### src/rtl/el_vote_filter.sv
module el_vote_filter #(
  parameter int DEC_LO = 4,
  parameter int DEC_HI = 8
) (
  input  logic       clk,
  input  logic       rst_n,
  input  logic [3:0] dsamp,
  input  logic [3:0] esamp,
  input  logic       dec_sel,
  output logic       up,
  output logic       dn
);
  localparam int CW = $clog2(DEC_HI + 1);

  logic          d3_q, ph, hv, dir;
  logic [3:0]    lo_e, lo_l;
  logic [7:0]    ev8, lv8;
  logic [CW-1:0] run, lim, run_nx;
  logic [4:0]    chain;
  logic [3:0]    trans, early4, late4;
  logic [1:0]    ea, la;
  logic          early_dom, late_dom;

  assign chain  = {dsamp, d3_q};
  assign trans  = chain[3:0] ^ chain[4:1];
  assign early4 = trans & (chain[3:0] ^ esamp);
  assign late4  = trans & (chain[4:1] ^ esamp);

  assign ea[0] = $countones(ev8[3:0]) > $countones(lv8[3:0]);
  assign ea[1] = $countones(ev8[7:4]) > $countones(lv8[7:4]);
  assign la[0] = $countones(lv8[3:0]) > $countones(ev8[3:0]);
  assign la[1] = $countones(lv8[7:4]) > $countones(ev8[7:4]);

  assign early_dom = $countones(ea) > $countones(la);
  assign late_dom  = $countones(la) > $countones(ea);

  assign lim    = dec_sel ? CW'(DEC_HI) : CW'(DEC_LO);
  assign run_nx = run + 1'b1;

  always_ff @(posedge clk or negedge rst_n) begin
    if (!rst_n) begin
      d3_q <= 1'b0;
      ph   <= 1'b0;
      hv   <= 1'b0;
      lo_e <= '0;
      lo_l <= '0;
      ev8  <= '0;
      lv8  <= '0;
    end else begin
      d3_q <= dsamp[3];
      ph   <= ~ph;
      hv   <= ph;
      if (!ph) begin
        lo_e <= early4;
        lo_l <= late4;
      end else begin
        ev8 <= {early4, lo_e};
        lv8 <= {late4, lo_l};
      end
    end
  end

  always_ff @(posedge clk or negedge rst_n) begin
    if (!rst_n) begin
      run <= '0;
      dir <= 1'b0;
      up  <= 1'b0;
      dn  <= 1'b0;
    end else begin
      up <= 1'b0;
      dn <= 1'b0;
      if (hv && (early_dom || late_dom)) begin
        if (run != '0 && dir != early_dom) begin
          run <= '0;
        end else if (run_nx >= lim) begin
          run <= '0;
          up  <= early_dom;
          dn  <= late_dom;
        end else begin
          run <= run_nx;
          dir <= early_dom;
        end
      end
    end
  end
endmodule

### config.mk
export PLATFORM = sky130hd
export DESIGN_NAME = el_vote_filter
export DESIGN_NICKNAME = d
export VERILOG_FILES = /design/src/rtl/el_vote_filter.sv
export SDC_FILE = /design/constraint.sdc
export NUM_CORES = 1
export LEC_CHECK = 0
export ABC_AREA = 1
export BUFFER_PORTS_ARGS = -buffer_cell sky130_fd_sc_hd__buf_2
export CAP_MARGIN = 10
export CORE_ASPECT_RATIO = 1.4
export CORE_MARGIN = 5
export CORE_UTILIZATION = 50
export CTS_CLUSTER_DIAMETER = 80
export DETAILED_ROUTE_END_ITERATION = 8
export MAX_ROUTING_LAYER = met4
export PLACE_DENSITY = 0.76
export RECOVER_POWER = 25
export SYNTH_ARGS = -nofsm -noshare
export SYNTH_HDL_FRONTEND = slang
export SYNTH_SLANG_ARGS = --single-unit
### constraint.sdc
create_clock -name clk -period 3.95 [get_ports clk]
set_clock_uncertainty 0.05 [all_clocks]
set_input_delay 0.79 -clock clk [delete_from_list [all_inputs] [get_ports clk]]
set_output_delay 0.79 -clock clk [all_outputs]
set_load 0.02 [all_outputs]
## After elaboration in Yosys (flattened, before gate mapping)

Index checks and enable logic that the tools add are counted.

- Bits in registers: 34
- Logic and storage cells: 56

- Add/sub/neg operators: 15
- Magnitude comparators: 7
- Eq/ne operators: 1
- Muxes and demuxes: 9
- Bitwise gates (word level): 8
- Reductions and logical operators: 5

Operators with widths:

| operator | number |
|---|---|
| greater-than comparator 32 bit | 3 |
| adder 1 x 1 -> 2 bit | 10 |
| adder 2 x 2 -> 3 bit | 4 |
| 2-to-1 mux 4 bit | 3 |
| XOR 4 bit | 3 |
| AND 4 bit | 2 |
| greater-than comparator 3 bit | 2 |
| 2-to-1 mux 1 bit | 6 |
| adder 4 x 1 -> 4 bit, second input constant | 1 |
| >= comparator 4 bit | 1 |
| nonzero test 4 bit | 1 |
| NOT 1 bit | 3 |
| AND reduction 3 bit | 1 |
| greater-than comparator 2 bit | 1 |
| logical AND 1 bit | 2 |
| logical OR 1 bit | 1 |
| != test 1 bit | 1 |

## Longest topological paths before layout

Gate-level depths: netlist of the first run.

- Word-level depth: 9
- Gate-level depth with buffers: 23

## Worst setup path after synthesis of the first run

Ideal clock, no wire load.

- Kind: reg2reg
- From: register ev8[0]
- To: register dir
- Library setup time: 117 ps
- Arrival: 3211 ps
- Required time: 3783 ps
- Path slack: 572 ps
- Stages on the path, launching flop included: 21
- Buffers on the path: 0
- Path through: dfrtp_1 -> inv_1 -> fa_1 -> inv_1 -> ha_1 -> ha_1 -> inv_1 -> ha_1 -> nand2_1 -> nor2_1 -> a211oi_1 -> nor2_1 -> ha_1 -> ha_1 -> nand2_2 -> and2_4 -> nand2_4 -> a21oi_4 -> nand2_1 -> nand2_1 -> nand2_1

- Cells in the longest elaborated chain, start to end: 9
- Elaborated cells on any way between the ends: 14
- Classes of those cells: add/sub (4); order compare (4); eq/ne (1); bitwise (1); reduce/logical (4)

Ends and longest elaborated chain:

| item | RTL line | RTL |
|---|---|---|
| start: declaration | 17 | `logic [7:0] ev8, lv8;` |
| start signal: assignment | 57 | `ev8 <= {early4, lo_e};` |
| adder 1 x 1 -> 2 bit (not written as such) (*) | 29, 31 |  |
| adder 2 x 2 -> 3 bit (not written as such) (*) | 29, 31 |  |
| greater-than comparator 32 bit or greater-than comparator 3 bit (tied branches) | 29, 31 |  |
| adder 1 x 1 -> 2 bit (not written as such) | 34, 35 |  |
| greater-than comparator 32 bit | 34 | `assign early_dom = $countones(ea) > $countones(la);` |
| != test 1 bit | 73 | `if (run != '0 && dir != early_dom) begin` |
| logical AND 1 bit | 73 |  |
| NOT 1 bit (no line) | n/a |  |
| AND reduction 3 bit (no line) | n/a |  |
| end signal: assignment | 81 | `dir <= early_dom;` |
| end: declaration | 15 | `logic d3_q, ph, hv, dir;` |

Every way passes the cells marked *; elsewhere a longest branch is shown, timed or not.
A chain may end at the register's enable or synchronous reset.

## Final worst setup path of the first run

Ends and elaborated chain as after synthesis.

==> results.md, run 1 <==
* Initial antenna violation count at 0
* Worst relative slew slack at -20.03%
* Total gr overflow at 0
* Clk_lat worst skew at around 280 ps
* Total Wirelength at between 3 and 4 mm
* Crit share post-route at between 90 and 100%
* Worst vdd ir at ~0.27 mV
* FF+latch area at 850.8 um^2
* Xor/xnor share of the synthesized area at less than 1%
* Top cells by area, synth: dfrtp_1 (40%), ha_1 (18%), nand2_1 (11%)
* WHS Path Cells at 2
* Fin. max-slew vios at 35
* CTS resizes at 0
* CP endpoint kind: flop
* Fin nets at roughly 320
* H-tree depth at 2
* Hold Crit Class: flop to flop
* Hpwl dp at 2.897 mm
* Pin count of the biggest net entering global routing at 35
* First-pass GRT wire length at 6.755 mm
* Clk slew on worst S/H paths at 70 ps
* Commonest cells in the netlist: nand2_1 (64), inv_1 (52), dfrtp_1 (34)
* Site Rows at 28
* Avg Cell Area, Syn at 8.288 um^2
* Final RePlAce weighted congestion at ~0.74
* Compound-gate portion of the synthesized area at under 10%
* Root buffer cell: clkbuf_8
* I/O Buffers at 12
* Cell count after synthesis at 258
* Area grow syn2layout at 8.426%
* CTS tree: built
* Worst EP required at roughly 4100 ps
* R2R depth at 20
* Yosys Warn Count at 0
* Endpoints failing hold at 0
* DRC viols at 0
* DRT iter0 DRCs at 40
* Core Footprint at 4204 um^2
* Avg WL per Cell at 11.29 um
* Worst Tran Pin Value at roughly 1800 ps
* Setup Fix Bufs, Post-CTS at 0
* CP startpoint kind: flop
* Worst-path maximum fanout at 4
* Post-Synth Adder-Cell Area at between 20% and 30%
* Setup ws final at between 300 and 400 ps
* CTS Sinks at 34
* Die H at 87.38 um
* Mux cell area share after synthesis at 0%
* Hold EP: lv8[3]
* Worst path arrival time at between 3000 and 4000 ps
* Achievable Freq at 276.7 MHz
* Mapped Nets at 303
* # diodes at 0
* Cell taking the most area after synthesis: dfrtp_1
* Hold buffer count at cts at 0
* Via count at approximately 1,500
* Layout cells sized above 1 at 9.489%
* Largest family of logic cells by synthesized area: adder cells
* Crit Path Class: flop to flop
* Max_cap viols at 1
* Status: finished, violations left
* Count of different cell masters after synthesis at 22
* Async SR Flop Fraction at 100.0%
* Failing checks: capacitance limit, slew limit
* Vias in the first global route at 1,654
* Count leader, synth: nand2_1
* Multi-input logic area at 1075 um^2
* Hold_ws at about 420 ps
* Dominant synthesized flop cell: dfrtp_1
* Post-DRT Antenna Nets at 0
* Tmin final at 3614 ps
* Reg2Reg Setup Slack at 340 ps
* Worst hold start: lo_l[3]
* Die width at ~65 um
* Placement-stage worst setup slack at 332.1 ps
* Power Density at slightly above 500 nW/um^2
* Setup TNS at 0 ps
* RR Startpoint: ev8[0]
* Initial Util at about half
* Vias/cell at approximately 4.8
* Leakage power at between 0.001 and 0.0015 uW
* Clk buf depth at 2
* Synth Register Bits at 34
* I/O pin count at 13
* DRT Pass-1 Iters at 4
* Reg-to-reg endpoint: dir
* RSZ-0062 raised after global routing: false
* Post-synth top area share at 39.79%
* Fillcell total at between 400 and 500
* GRT Total Usage at between 15 and 20%
* Post-Synth Simple-Gate Area at about a fifth
* Die area at 5703 um^2
* Netlist Area Pre-Place at roughly 2100 um^2
* Register area share after synthesis at between 30 and 40%
* # setup viols final at 0
* EDFF count, synth at 0
* TritonCTS Buffers at 5
==> flip-flops by register name, indices dropped and copies added, names as in the netlist <==
name,cells
d3_q,1
dir,1
dn,1
ev8,8
hv,1
lo_e,4
lo_l,4
lv8,8
ph,1
run,4
up,1
==> worst max path at each step <==
stage,to,slack [ps],startpoint,depth (start not counted)
after floorplan,dir,570,ev8[0],20
after global placement,dir,410,ev8[0],20
after global routing,dir,20,ev8[0],20
after detailed placement,dir,330,ev8[0],21
final,dir,340,ev8[0],20
after CTS,dir,300,ev8[0],20
==> layout by cell type, fill, tap and decap left out, drive strengths merged, types with 8 or more instances in the layout <==
cell type,count
o21ai,19
nand3,8
ha,30
buf,10
clkbuf,8
nand2,69
inv,53
nor2,26
dfrtp,34
==> power breakdown <==
group	internal [uW]	switching, uW	total [uW]
Sequential	384	23.8	408
Clock	121	122	243
Combinational	201	348	548
Total	706	494	1200
==> cell families after synthesis <==
family,count (synthesis)
AOI/OAI and AO/OA,27
adders and majority gates,34
buffers and inverters,56
and+or+nand+nor,105
xor gates and xnor gates,2
DFF,34
==> cell type report <==
type | instances | share of cell area (%)
multi-input combinational | 168 | 46.36
sequential | 34 | 36.70
inverter | 53 | 8.581
clock buffer | 6 | 3.130
timing repair buffer | 12 | 2.482
tap | 45 | 2.428
clock inverter | 1 | 0.3238
==> worst max-delay path, cell delays in order, from the launching register on <==
cell      delay (ps)
dfrtp_1          320
inv_1             60
fa_1             530
inv_1             40
ha_1             180
ha_1             320
inv_1             50
ha_1             280
nand2_1          110
nor2_1            50
a211oi_1         170
nor2_1            80
ha_1             320
ha_1             310
nand2_2           90
and2_4           150
nand2_4           60
a21oi_4          170
nand2_1           70
nand2_1           60
nand2_1           40
==> metrics by stage <==
stage | total power (uW) | std cells | utilization, % | instance area (um^2)
6_report | 1200 | 319 | 55.15 | 2318
5_1_grt | 1347 | 319 | 55.15 | 2318
4_1_cts | 1220 | 319 | 55.21 | 2321
3_5_place_dp | 970.5 | 312 | 53.30 | 2241
3_3_place_gp | 954.0 | 312 | 53.30 | 2241
2_1_floorplan | 859.4 | 258 | - | 2138
==> routing by layer <==
layer | vias up | share of wire, % | global-route usage, %
met5 | - | 0 | -
met2 | 17 | 53 | 29.77
met1 | 688 | 42 | 15.99
li1 | 816 | - | -
met4 | 0 | 2.0 | 6.792
met3 | 5 | 2.4 | 2.713
No activity file was read; power rests on OpenSTA's default activity.
==> run 2, diff against run 1 <==
--- a/config.mk
+++ b/config.mk
@@ -14,7 +14,7 @@
 export CTS_CLUSTER_DIAMETER = 80
 export DETAILED_ROUTE_END_ITERATION = 8
 export MAX_ROUTING_LAYER = met4
-export PLACE_DENSITY = 0.76
+export PLACE_DENSITY = 0.68
 export RECOVER_POWER = 25
 export SYNTH_ARGS = -nofsm -noshare
 export SYNTH_HDL_FRONTEND = slang
==> results.md, run 2 (same netlist as run 1, synthesis figures left out) <==
* Worst vdd ir at between 0.3 and 0.4 mV
* CP startpoint kind: flop
* CTS Sinks at 34
* Initial Util at 50.86%
* DRT iter0 DRCs at between 50 and 60
* Hold buffer count at cts at 0
* Fin. max-slew vios at 35
* Initial antenna violation count at 0
* Tmin final at between 3000 and 4000 ps
* RSZ-0062 raised after global routing: false
* GRT Total Usage at 15.29%
* Hold_ws at between 400 and 500 ps
* CTS resizes at 0
* Crit Path Class: flop to flop
* # diodes at 0
* Area grow syn2layout at 9.128%
* Leakage power at between 0.001 and 0.0015 uW
* Worst-path maximum fanout at 4
* DRT Pass-1 Iters at 4
* Layout cells sized above 1 at about 10%
* Clk slew on worst S/H paths at ~70 ps
* Via count at 1,561
* Total Wirelength at 3.560 mm
* Max_cap viols at 1
* # setup viols final at 0
* Endpoints failing hold at 0
* Achievable Freq at between 200 and 300 MHz
* Worst path arrival time at ~3800 ps
* H-tree depth at 2
* Final RePlAce weighted congestion at 0.7692
* Avg WL per Cell at ~11 um
* CTS tree: built
* Die H at 87.38 um
* Failing checks: capacitance limit, slew limit
* Site Rows at 28
* Top Registers: ev8: 8 flops, lv8: 8 flops
* Worst relative slew slack at -19.42%
* Commonest non-fill, non-tap cell in the layout: nand2_1
* Die width at approximately 65 um
* Hpwl dp at approximately 2.8 mm
* Fin nets at 319
* Clk_lat worst skew at 290 ps
* I/O Buffers at 12
* Vias in the first global route at approximately 1,600
* Setup TNS at 0 ps
* Worst Tran Pin Value at approximately 1800 ps
* Core Footprint at about 4200 um^2
* Crit share post-route at ~90%
* CP endpoint kind: flop
* Power Density at roughly 530 nW/um^2
* Post-DRT Antenna Nets at 0
* TritonCTS Buffers at 5
* Total gr overflow at 0
* Pin count of the biggest net entering global routing at 35
* Worst EP required at slightly above 4000 ps
* Root buffer cell: clkbuf_8
* I/O pin count at 13
* Clk buf depth at 2
* Die area at around 5700 um^2
* First-pass GRT wire length at 6.396 mm
* Status: finished, violations left
* Vias/cell at slightly below 5
* Setup Fix Bufs, Post-CTS at 0
* DRC viols at 0
* Most frequent cells in the layout: nand2_1 (64), inv_1 (52), dfrtp_1 (34), ha_1 (30), nor2_1 (26)
* Hold Crit Class: flop to flop
==> run 2: where the power goes <==
group          internal (uW)  switching (uW)
combinational            200             350
sequential               384            24.2
clock                    140             132
total                    724             506
==> run 2: path summary, 6_finish.rpt <==
check / start / to / slack, ps / depth (start not counted)
max: ev8[0] / dir / 310 / 21
min: lo_l[3] / lv8[3] / 420 / 2
max reg2reg: ev8[0] / dir / 310 / 21
min reg2reg: lo_l[3] / lv8[3] / 420 / 2
max in group asynchronous: rst_n / ev8[4] / 1900 / 1
min in group asynchronous: rst_n / lo_e[1] / 920 / 1
==> run 2: critical path: stages (launching register included) <==
cell and delay (ps):
dfrtp_1 320, inv_1 60, fa_1 540, inv_1 40, ha_1 170, ha_1 300
inv_1 50, ha_1 280, nand2_1 110, nor2_1 50, a211oi_1 210, nor2_1 80
ha_1 300, inv_1 40, ha_1 280, nand2_2 100, and2_4 150, nand2_4 60
a21oi_4 170, nand2_1 70, nand2_1 50, nand2_1 40
==> run 2: through the flow <==
step | cells | total power [uW] | cell area, um^2 | setup WS (ps) | util (%)
after floorplan | 258 | 859.4 | 2138 | 572.1 | -
after global placement | 312 | 963.8 | 2241 | 347.6 | 53.30
after detailed placement | 312 | 978.1 | 2241 | 282.6 | 53.30
after CTS | 320 | 1252 | 2336 | 250.7 | 55.57
after global routing | 320 | 1360 | 2333 | 77.40 | 55.51
final | 320 | 1230 | 2333 | 309.3 | 55.51
==> run 2: area by class of cell <==
class	instances	area (um^2)
clock buffer	6	82.58
inverter	53	198.9
fill	395	1871
multi-input combinational	168	1075
timing repair buffer	12	57.56
sequential	34	850.8
tap	45	56.30
clock inverter	2	12.51
==> run 2: layer usage <==
layer	up-vias	part of all wire, %	routed length [um]	global-route usage, %
met1	719	41	1451	14.58
met3	7	3.1	110	3.876
met5	-	0	0	-
met2	19	54	1921	28.39
met4	0	2.2	77	6.792
li1	816	-	-	-
